===== src/rtl/fpu_cmd_pkg.sv =====
package fpu_cmd_pkg;

    localparam int OPC_W = 7;
    localparam int N_OPS = 7;

    typedef enum logic [2:0] {
        OP_MOVE = 3'd0,
        OP_SQRT = 3'd1,
        OP_SIN  = 3'd2,
        OP_DIV  = 3'd3,
        OP_ADD  = 3'd4,
        OP_MUL  = 3'd5,
        OP_SUB  = 3'd6
    } fp_op_e;

    localparam int OP_W = $bits(fp_op_e);

    typedef enum logic [1:0] {
        SEQ_IDLE  = 2'd0,
        SEQ_ISSUE = 2'd1,
        SEQ_EXEC  = 2'd2
    } seq_state_e;

    localparam int ST_BUSY   = 0;
    localparam int ST_PEND   = 1;
    localparam int ST_RESV   = 2;
    localparam int ST_UNIMPL = 3;

endpackage


===== src/rtl/fpu_op_decode.sv =====
module fpu_op_decode
    import fpu_cmd_pkg::*;
(
    input  logic [OPC_W-1:0] opcode,
    output fp_op_e           op,
    output logic             supported
);

    // Native extension opcodes, indexed by internal operation code.
    localparam logic [OPC_W-1:0] NATIVE [N_OPS] = '{
        7'h00, 7'h04, 7'h0E, 7'h20, 7'h22, 7'h23, 7'h28
    };

    always_comb begin
        op        = OP_MOVE;
        supported = 1'b0;
        for (int i = 0; i < N_OPS; i++) begin
            if (opcode == NATIVE[i]) begin
                op        = fp_op_e'(i[OP_W-1:0]);
                supported = 1'b1;
            end
        end
    end

endmodule


===== src/rtl/fpu_bus_regs.sv =====
module fpu_bus_regs
    import fpu_cmd_pkg::*;
#(
    parameter int DATA_W = 32,
    parameter int ADDR_W = 4
) (
    input  logic              clk,
    input  logic              rst,
    input  logic              wr_valid,
    input  logic [ADDR_W-1:0] wr_addr,
    input  logic [DATA_W-1:0] wr_data,
    output logic              wr_ready,
    input  logic              rd_valid,
    input  logic [ADDR_W-1:0] rd_addr,
    output logic [DATA_W-1:0] rd_data,
    input  logic              pend_full,
    input  logic              busy,
    input  logic              unimpl_set,
    input  logic              res_load,
    input  logic [DATA_W-1:0] res_data,
    output logic              cmd_fire,
    output logic [OPC_W-1:0]  cmd_opcode,
    output logic [DATA_W-1:0] operand_q,
    output logic              res_full
);

    localparam logic [ADDR_W-1:0] A_CMD  = ADDR_W'(0);
    localparam logic [ADDR_W-1:0] A_OPND = ADDR_W'(4);
    localparam logic [ADDR_W-1:0] A_RES  = ADDR_W'(8);
    localparam logic [ADDR_W-1:0] A_STAT = ADDR_W'(12);

    logic              opnd_fire;
    logic              rd_res;
    logic              rd_stat;
    logic [DATA_W-1:0] res_q;
    logic              res_valid_q;
    logic              unimpl_q;
    logic [DATA_W-1:0] status_w;

    always_comb begin
        wr_ready   = (wr_addr == A_CMD) ? !pend_full : 1'b1;
        cmd_fire   = wr_valid && (wr_addr == A_CMD) && !pend_full;
        opnd_fire  = wr_valid && (wr_addr == A_OPND);
        cmd_opcode = wr_data[OPC_W-1:0];
        rd_res     = rd_valid && (rd_addr == A_RES);
        rd_stat    = rd_valid && (rd_addr == A_STAT);
        res_full   = res_valid_q;
    end

    always_ff @(posedge clk) begin
        if (rst) begin
            operand_q <= '0;
        end else if (opnd_fire) begin
            operand_q <= wr_data;
        end
    end

    always_ff @(posedge clk) begin
        if (rst) begin
            res_q       <= '0;
            res_valid_q <= 1'b0;
        end else if (res_load) begin
            res_q       <= res_data;
            res_valid_q <= 1'b1;
        end else if (rd_res) begin
            res_valid_q <= 1'b0;
        end
    end

    always_ff @(posedge clk) begin
        if (rst) begin
            unimpl_q <= 1'b0;
        end else if (unimpl_set) begin
            unimpl_q <= 1'b1;
        end else if (rd_stat) begin
            unimpl_q <= 1'b0;
        end
    end

    always_comb begin
        status_w             = '0;
        status_w[ST_BUSY]    = busy;
        status_w[ST_PEND]    = pend_full;
        status_w[ST_RESV]    = res_valid_q;
        status_w[ST_UNIMPL]  = unimpl_q;
    end

    always_comb begin
        unique case (rd_addr)
            A_OPND:  rd_data = operand_q;
            A_RES:   rd_data = res_q;
            A_STAT:  rd_data = status_w;
            default: rd_data = '0;
        endcase
    end

    assert_operand_whole_R2: assert property (@(posedge clk) disable iff (rst)
        opnd_fire |=> (operand_q == $past(wr_data)))
        else $error("operand not latched as one word");

    assert_result_read_clears_R7: assert property (@(posedge clk) disable iff (rst)
        (rd_res && !res_load) |=> !res_valid_q)
        else $error("result-valid survived a result read");

    assert_unimpl_sets_R6: assert property (@(posedge clk) disable iff (rst)
        unimpl_set |=> unimpl_q)
        else $error("unimplemented flag not raised");

    assert_reset_clear_R9: assert property (@(posedge clk) disable iff (rst)
        $past(rst) |-> (!res_valid_q && !unimpl_q))
        else $error("flags not cleared by reset");

endmodule


===== src/rtl/fpu_issue_seq.sv =====
module fpu_issue_seq
    import fpu_cmd_pkg::*;
#(
    parameter int DATA_W = 32
) (
    input  logic              clk,
    input  logic              rst,
    input  logic              push,
    input  fp_op_e            push_op,
    input  logic [DATA_W-1:0] push_opd,
    output logic              pend_full,
    output logic              busy,
    output logic              ex_start,
    output fp_op_e            ex_op,
    output logic [DATA_W-1:0] ex_operand,
    input  logic              ex_accept,
    input  logic              ex_done,
    output logic              ex_res_ready,
    input  logic              res_full,
    output logic              res_load
);

    seq_state_e        state_q;
    seq_state_e        state_d;
    logic              pend_q;
    fp_op_e            pend_op_q;
    logic [DATA_W-1:0] pend_opd_q;
    logic              take;

    assign take = (state_q == SEQ_ISSUE) && ex_accept;

    // State register
    always_ff @(posedge clk) begin
        if (rst) begin
            state_q <= SEQ_IDLE;
        end else begin
            state_q <= state_d;
        end
    end

    // Transitions
    always_comb begin
        state_d = state_q;
        unique case (state_q)
            SEQ_IDLE:  if (pend_q)                state_d = SEQ_ISSUE;
            SEQ_ISSUE: if (ex_accept)             state_d = SEQ_EXEC;
            SEQ_EXEC:  if (ex_done && !res_full)  state_d = SEQ_IDLE;
            default:                              state_d = SEQ_IDLE;
        endcase
    end

    // Pending slot: flag drops only when the core takes the instruction
    always_ff @(posedge clk) begin
        if (rst) begin
            pend_q     <= 1'b0;
            pend_op_q  <= OP_MOVE;
            pend_opd_q <= '0;
        end else if (take) begin
            pend_q <= 1'b0;
        end else if (push) begin
            pend_q     <= 1'b1;
            pend_op_q  <= push_op;
            pend_opd_q <= push_opd;
        end
    end

    // Outputs
    always_comb begin
        ex_start     = (state_q == SEQ_ISSUE);
        ex_res_ready = (state_q == SEQ_EXEC) && !res_full;
        res_load     = (state_q == SEQ_EXEC) && !res_full && ex_done;
        busy         = (state_q != SEQ_IDLE);
        pend_full    = pend_q;
        ex_op        = pend_op_q;
        ex_operand   = pend_opd_q;
    end

    assert_pend_kept_R5: assert property (@(posedge clk) disable iff (rst)
        (pend_full && !(ex_start && ex_accept)) |=> pend_full)
        else $error("pending flag dropped without a take");

    assert_no_push_when_full_R4: assert property (@(posedge clk) disable iff (rst)
        push |-> !pend_full)
        else $error("push into a full pending slot");

    assert_start_hold_R8: assert property (@(posedge clk) disable iff (rst)
        (ex_start && !ex_accept) |=> (ex_start && $stable(ex_op) && $stable(ex_operand)))
        else $error("offered instruction changed before accept");

    assert_result_stall_R7: assert property (@(posedge clk) disable iff (rst)
        res_full |-> !ex_res_ready)
        else $error("result ready while result register full");

    assert_reset_idle_R9: assert property (@(posedge clk) disable iff (rst)
        $past(rst) |-> (!pend_full && !busy && !ex_start))
        else $error("sequencer not idle after reset");

endmodule


===== src/rtl/fpu_cmd_frontend.sv =====
module fpu_cmd_frontend
    import fpu_cmd_pkg::*;
#(
    parameter int DATA_W = 32,
    parameter int ADDR_W = 4
) (
    input  logic              clk,
    input  logic              rst,
    input  logic              bus_wr_valid,
    output logic              bus_wr_ready,
    input  logic [ADDR_W-1:0] bus_wr_addr,
    input  logic [DATA_W-1:0] bus_wr_data,
    input  logic              bus_rd_valid,
    input  logic [ADDR_W-1:0] bus_rd_addr,
    output logic [DATA_W-1:0] bus_rd_data,
    output logic              ex_start,
    output logic [OP_W-1:0]   ex_op,
    output logic [DATA_W-1:0] ex_operand,
    input  logic              ex_accept,
    input  logic              ex_done,
    input  logic [DATA_W-1:0] ex_result,
    output logic              ex_res_ready
);

    logic              cmd_fire;
    logic [OPC_W-1:0]  cmd_opcode;
    logic [DATA_W-1:0] operand_q;
    logic              res_full;
    logic              res_load;
    logic              pend_full;
    logic              busy;
    fp_op_e            dec_op;
    logic              dec_ok;
    fp_op_e            seq_op;
    logic              push;
    logic              unimpl_set;

    assign push       = cmd_fire && dec_ok;
    assign unimpl_set = cmd_fire && !dec_ok;
    assign ex_op      = seq_op;

    fpu_bus_regs #(
        .DATA_W (DATA_W),
        .ADDR_W (ADDR_W)
    ) u_regs (
        .clk        (clk),
        .rst        (rst),
        .wr_valid   (bus_wr_valid),
        .wr_addr    (bus_wr_addr),
        .wr_data    (bus_wr_data),
        .wr_ready   (bus_wr_ready),
        .rd_valid   (bus_rd_valid),
        .rd_addr    (bus_rd_addr),
        .rd_data    (bus_rd_data),
        .pend_full  (pend_full),
        .busy       (busy),
        .unimpl_set (unimpl_set),
        .res_load   (res_load),
        .res_data   (ex_result),
        .cmd_fire   (cmd_fire),
        .cmd_opcode (cmd_opcode),
        .operand_q  (operand_q),
        .res_full   (res_full)
    );

    fpu_op_decode u_dec (
        .opcode    (cmd_opcode),
        .op        (dec_op),
        .supported (dec_ok)
    );

    fpu_issue_seq #(
        .DATA_W (DATA_W)
    ) u_seq (
        .clk          (clk),
        .rst          (rst),
        .push         (push),
        .push_op      (dec_op),
        .push_opd     (operand_q),
        .pend_full    (pend_full),
        .busy         (busy),
        .ex_start     (ex_start),
        .ex_op        (seq_op),
        .ex_operand   (ex_operand),
        .ex_accept    (ex_accept),
        .ex_done      (ex_done),
        .ex_res_ready (ex_res_ready),
        .res_full     (res_full),
        .res_load     (res_load)
    );

    assert_unsupported_not_issued_R6: assert property (@(posedge clk) disable iff (rst)
        ex_start |-> (ex_op < OP_W'(N_OPS)))
        else $error("out-of-range operation issued");

endmodule


===== config.mk =====
export PLATFORM = sky130hd
export DESIGN_NAME = fpu_cmd_frontend
export DESIGN_NICKNAME = d
export VERILOG_FILES = /design/src/rtl/fpu_cmd_pkg.sv /design/src/rtl/fpu_op_decode.sv /design/src/rtl/fpu_bus_regs.sv /design/src/rtl/fpu_issue_seq.sv /design/src/rtl/fpu_cmd_frontend.sv
export SDC_FILE = /design/constraint.sdc
export NUM_CORES = 1
export LEC_CHECK = 0
export BUFFER_PORTS_ARGS = -buffer_cell sky130_fd_sc_hd__buf_2
export CAP_MARGIN = 20
export CELL_PAD_IN_SITES_DETAIL_PLACEMENT = 0
export CELL_PAD_IN_SITES_GLOBAL_PLACEMENT = 1
export CORE_AREA = 3 3 113 115
export DETAILED_ROUTE_END_ITERATION = 10
export DIE_AREA = 0 0 116 118
export PLACE_DENSITY = 0.83
export SLEW_MARGIN = 20
export SYNTH_ARGS = -nofsm -noshare
export SYNTH_HDL_FRONTEND = slang
export SYNTH_HIERARCHICAL = 1
export SYNTH_SLANG_ARGS = --single-unit

===== constraint.sdc =====
create_clock -name clk -period 4 [get_ports clk]
set_input_delay 0.6 -clock clk [delete_from_list [all_inputs] [get_ports clk]]
set_output_delay 0.6 -clock clk [all_outputs]
set_load 0.02 [all_outputs]

==> impl_metrics.tcl <==
set metrics [dict create \
    first_pass_iters 4 \
    die_area_um2 13700 \
    peakVddDrop_mv 0.156 \
    holdCritPathClass "in2reg" \
    most_common_cell_after_layout_fill_and_taps_aside "sky130_fd_sc_hd__buf_2" \
    buffers_inserted_by_post_cts_timing_repair 0 \
    route.detailed.vias_per_inst 5.22 \
    tritoncts.num_buffers 9 \
    setup-tns-final_ns 0 \
    slew_headroom_pct 38.1 \
    critPathLaunchType "primary input" \
    tightestPinTransition_ns 0.928 \
    worst_skew_pair.late_latency_ns 0.34 \
    dp.final_hpwl_um 8560 \
    fin_worst_hold_slack_ns 0.475 \
    grt_pass1_wl_um 20300 \
    worst_setup_hold_path_clk_slew_ns 0.07 \
    synth.ff_latch_count 104 \
    cts.sink_count 104 \
    die_width_um 116 \
    layout_common_cells "sky130_fd_sc_hd__buf_2 (146), sky130_fd_sc_hd__dfxtp_1 (104), sky130_fd_sc_hd__nand2b_1 (67), sky130_fd_sc_hd__mux2i_1 (64), sky130_fd_sc_hd__nor2_1 (40)" \
    synth_area_per_cell_um2 9.77 \
    postCtsHoldBufs 0 \
    grt_max_degree 109 \
    setup_violations 0 \
    finalWirelength_um 12400 \
    crit_path_end_kind "primary output" \
    die_h_um 118 \
    run_status "finished, final reports clean" \
    globalRoute.totalOverflow 0 \
    grt_antenna_before_repair 1 \
    pin_count 148 \
    groute.usage.overall_pct 18.3 \
    layout_worst_path_cycle_share_pct 71.6 \
    postSynth.asyncResetShare_pct 0 \
    yosys.cell_types.count 38 \
    commonest_register_cell_after_synthesis "sky130_fd_sc_hd__dfxtp_1" \
    floorplan.initialDensity_pct 41.5 \
    cts_max_path_buffers 2 \
    wire_per_inst_um 16.1 \
    numPortBuffers 147 \
    hold_violation_total_from_the_final_report 0 \
    core_um2 11900 \
    required_ns 3.40 \
    total_leakage_power_nw 2.42 \
    final.setup_skew_ns 0.00758 \
    final_ant_viol_nets 0 \
    post_route_cells_drive_above_1_share_pct 29.3 \
    net_count_reported_at_finish 700 \
    drtIter0Drc 153 \
    syn_inst 506 \
    cts-htree-levels 3 \
    synth_edf_count 0 \
    gp_routability_congestion 0.790 \
    cts-root-buf "sky130_fd_sc_hd__clkbuf_16" \
    grt_pass1_vias 4041 \
    fmaxAchievable_ghz 0.349 \
    dr_total_vias 4043 \
    num_rows 40 \
    totalPowerFinal_mw 2.10 \
    timing_worst_setup_path_type "in2out" \
    cts_tree "done" \
    min_period_ns 2.86 \
    syn_area_um2 4940 \
    post-route-drc-count 0 \
    worst_ep_arrival_time_ns 2.26 \
    grt_setup_unrepaired "no" \
    yosys_warnings 6 \
    timing.max_cap.violations 0 \
    timing.critical_path.fanout_max 23 \
    antenna-diode-count 0 \
    syn_nets 584 \
    pins_over_their_slew_limit 0 \
    syn_to_final_growth_pct 20.0 \
    synth-seq-area-share_pct 42.1 \
    post_cts.resized_instances 0 \
    power.density_nw_per_um2 354 \
]
-- routing by layer --
layer	share of wire [%]	GRT usage (%)	wire [um]
met5	0.10	0	13
met4	1.0	5.73	126
met3	6.0	4.22	745
met2	49	29.8	6070
met1	44	24.0	5480
-- cell usage after synthesis (3+ instances only) --
cell	count	area share, %
sky130_fd_sc_hd__dfxtp_1	104	42
sky130_fd_sc_hd__nand2b_1	67	8.5
sky130_fd_sc_hd__mux2i_1	64	13
sky130_fd_sc_hd__nor2_1	41	3.1
sky130_fd_sc_hd__a21oi_1	37	3.7
sky130_fd_sc_hd__nand3_1	35	3.5
sky130_fd_sc_hd__a21bo_1	34	6.9
sky130_fd_sc_hd__a22o_1	28	5.0
sky130_fd_sc_hd__clkbuf_1	18	1.4
sky130_fd_sc_hd__buf_6	13	3.0
sky130_fd_sc_hd__buf_2	11	1.1
sky130_fd_sc_hd__nand2_1	10	0.76
sky130_fd_sc_hd__buf_4	7	1.1
sky130_fd_sc_hd__a22oi_1	3	0.46
sky130_fd_sc_hd__nor4_1	3	0.38
-- report_power, final --
group	internal, mW	switching, mW	leakage (nW)
Clock	0.565	0.373	0.152
Combinational	0.0556	0.0613	1.43
Sequential	1.04	0.00386	0.838
Total	1.66	0.438	2.42
-- through the flow --
stage               instances  utilization (%)  cell area (um2)  setup slack, ns
finish                    774             49.8             5930             1.14
global route              774             49.8             5930             1.00
detailed placement        758             47.1             5610             1.12
floorplan                 506                -             4940             1.87
CTS                       774             49.8             5930             1.11
global placement          758             47.1             5610             1.17
-- kinds of logic (layout without fill, tap and decap cells) --
group	count (synthesis)	count (layout)	synth area share, %
xor+xnor	1	1	0.177
buf+inv	52	173	6.73
mux	64	64	13.0
simple gates	172	172	20.1
compound gates	113	113	17.9
flops	104	104	42.1
-- area by class of cell --
cell class	count	area [um2]
Clock buffer	11	243
Timing Repair Buffer	155	798
Tap cell	147	184
Fill cell	1159	5980
Sequential cell	104	2080
Clock inverter	5	80.1
Multi-Input combinational cell	350	2540
Inverter	2	7.51
-- worst max-delay path, stage by stage --
cell                      delay, ns
sky130_fd_sc_hd__buf_2         0.13
sky130_fd_sc_hd__nor4b_4       0.66
sky130_fd_sc_hd__buf_4         0.44
sky130_fd_sc_hd__a22oi_1       0.15
sky130_fd_sc_hd__nand2_1       0.10
sky130_fd_sc_hd__buf_2         0.17
-- flip-flops by register name, indices dropped and copies added (netlist names) --
name              cells
u_regs/res_full       1
u_regs/res_q         32
u_seq/ex_op           3
u_regs/unimpl_q       1
u_seq/state_q         2
u_regs/operand_q     32
u_seq/ex_operand     32
u_seq/pend_full       1
-- worst paths after layout --
kind	startpoint	end	slack, ns	cells after the start
setup reg to reg	u_seq/state_q[0]	u_regs/res_q[23]	1.90	5
hold reg to reg	u_regs/operand_q[21]	u_seq/ex_operand[21]	0.49	2
hold / removal	bus_rd_valid	u_regs/unimpl_q	0.47	2
setup / recovery	bus_rd_addr[1]	bus_rd_data[2]	1.14	6
No activity file was read; power rests on OpenSTA's default activity.
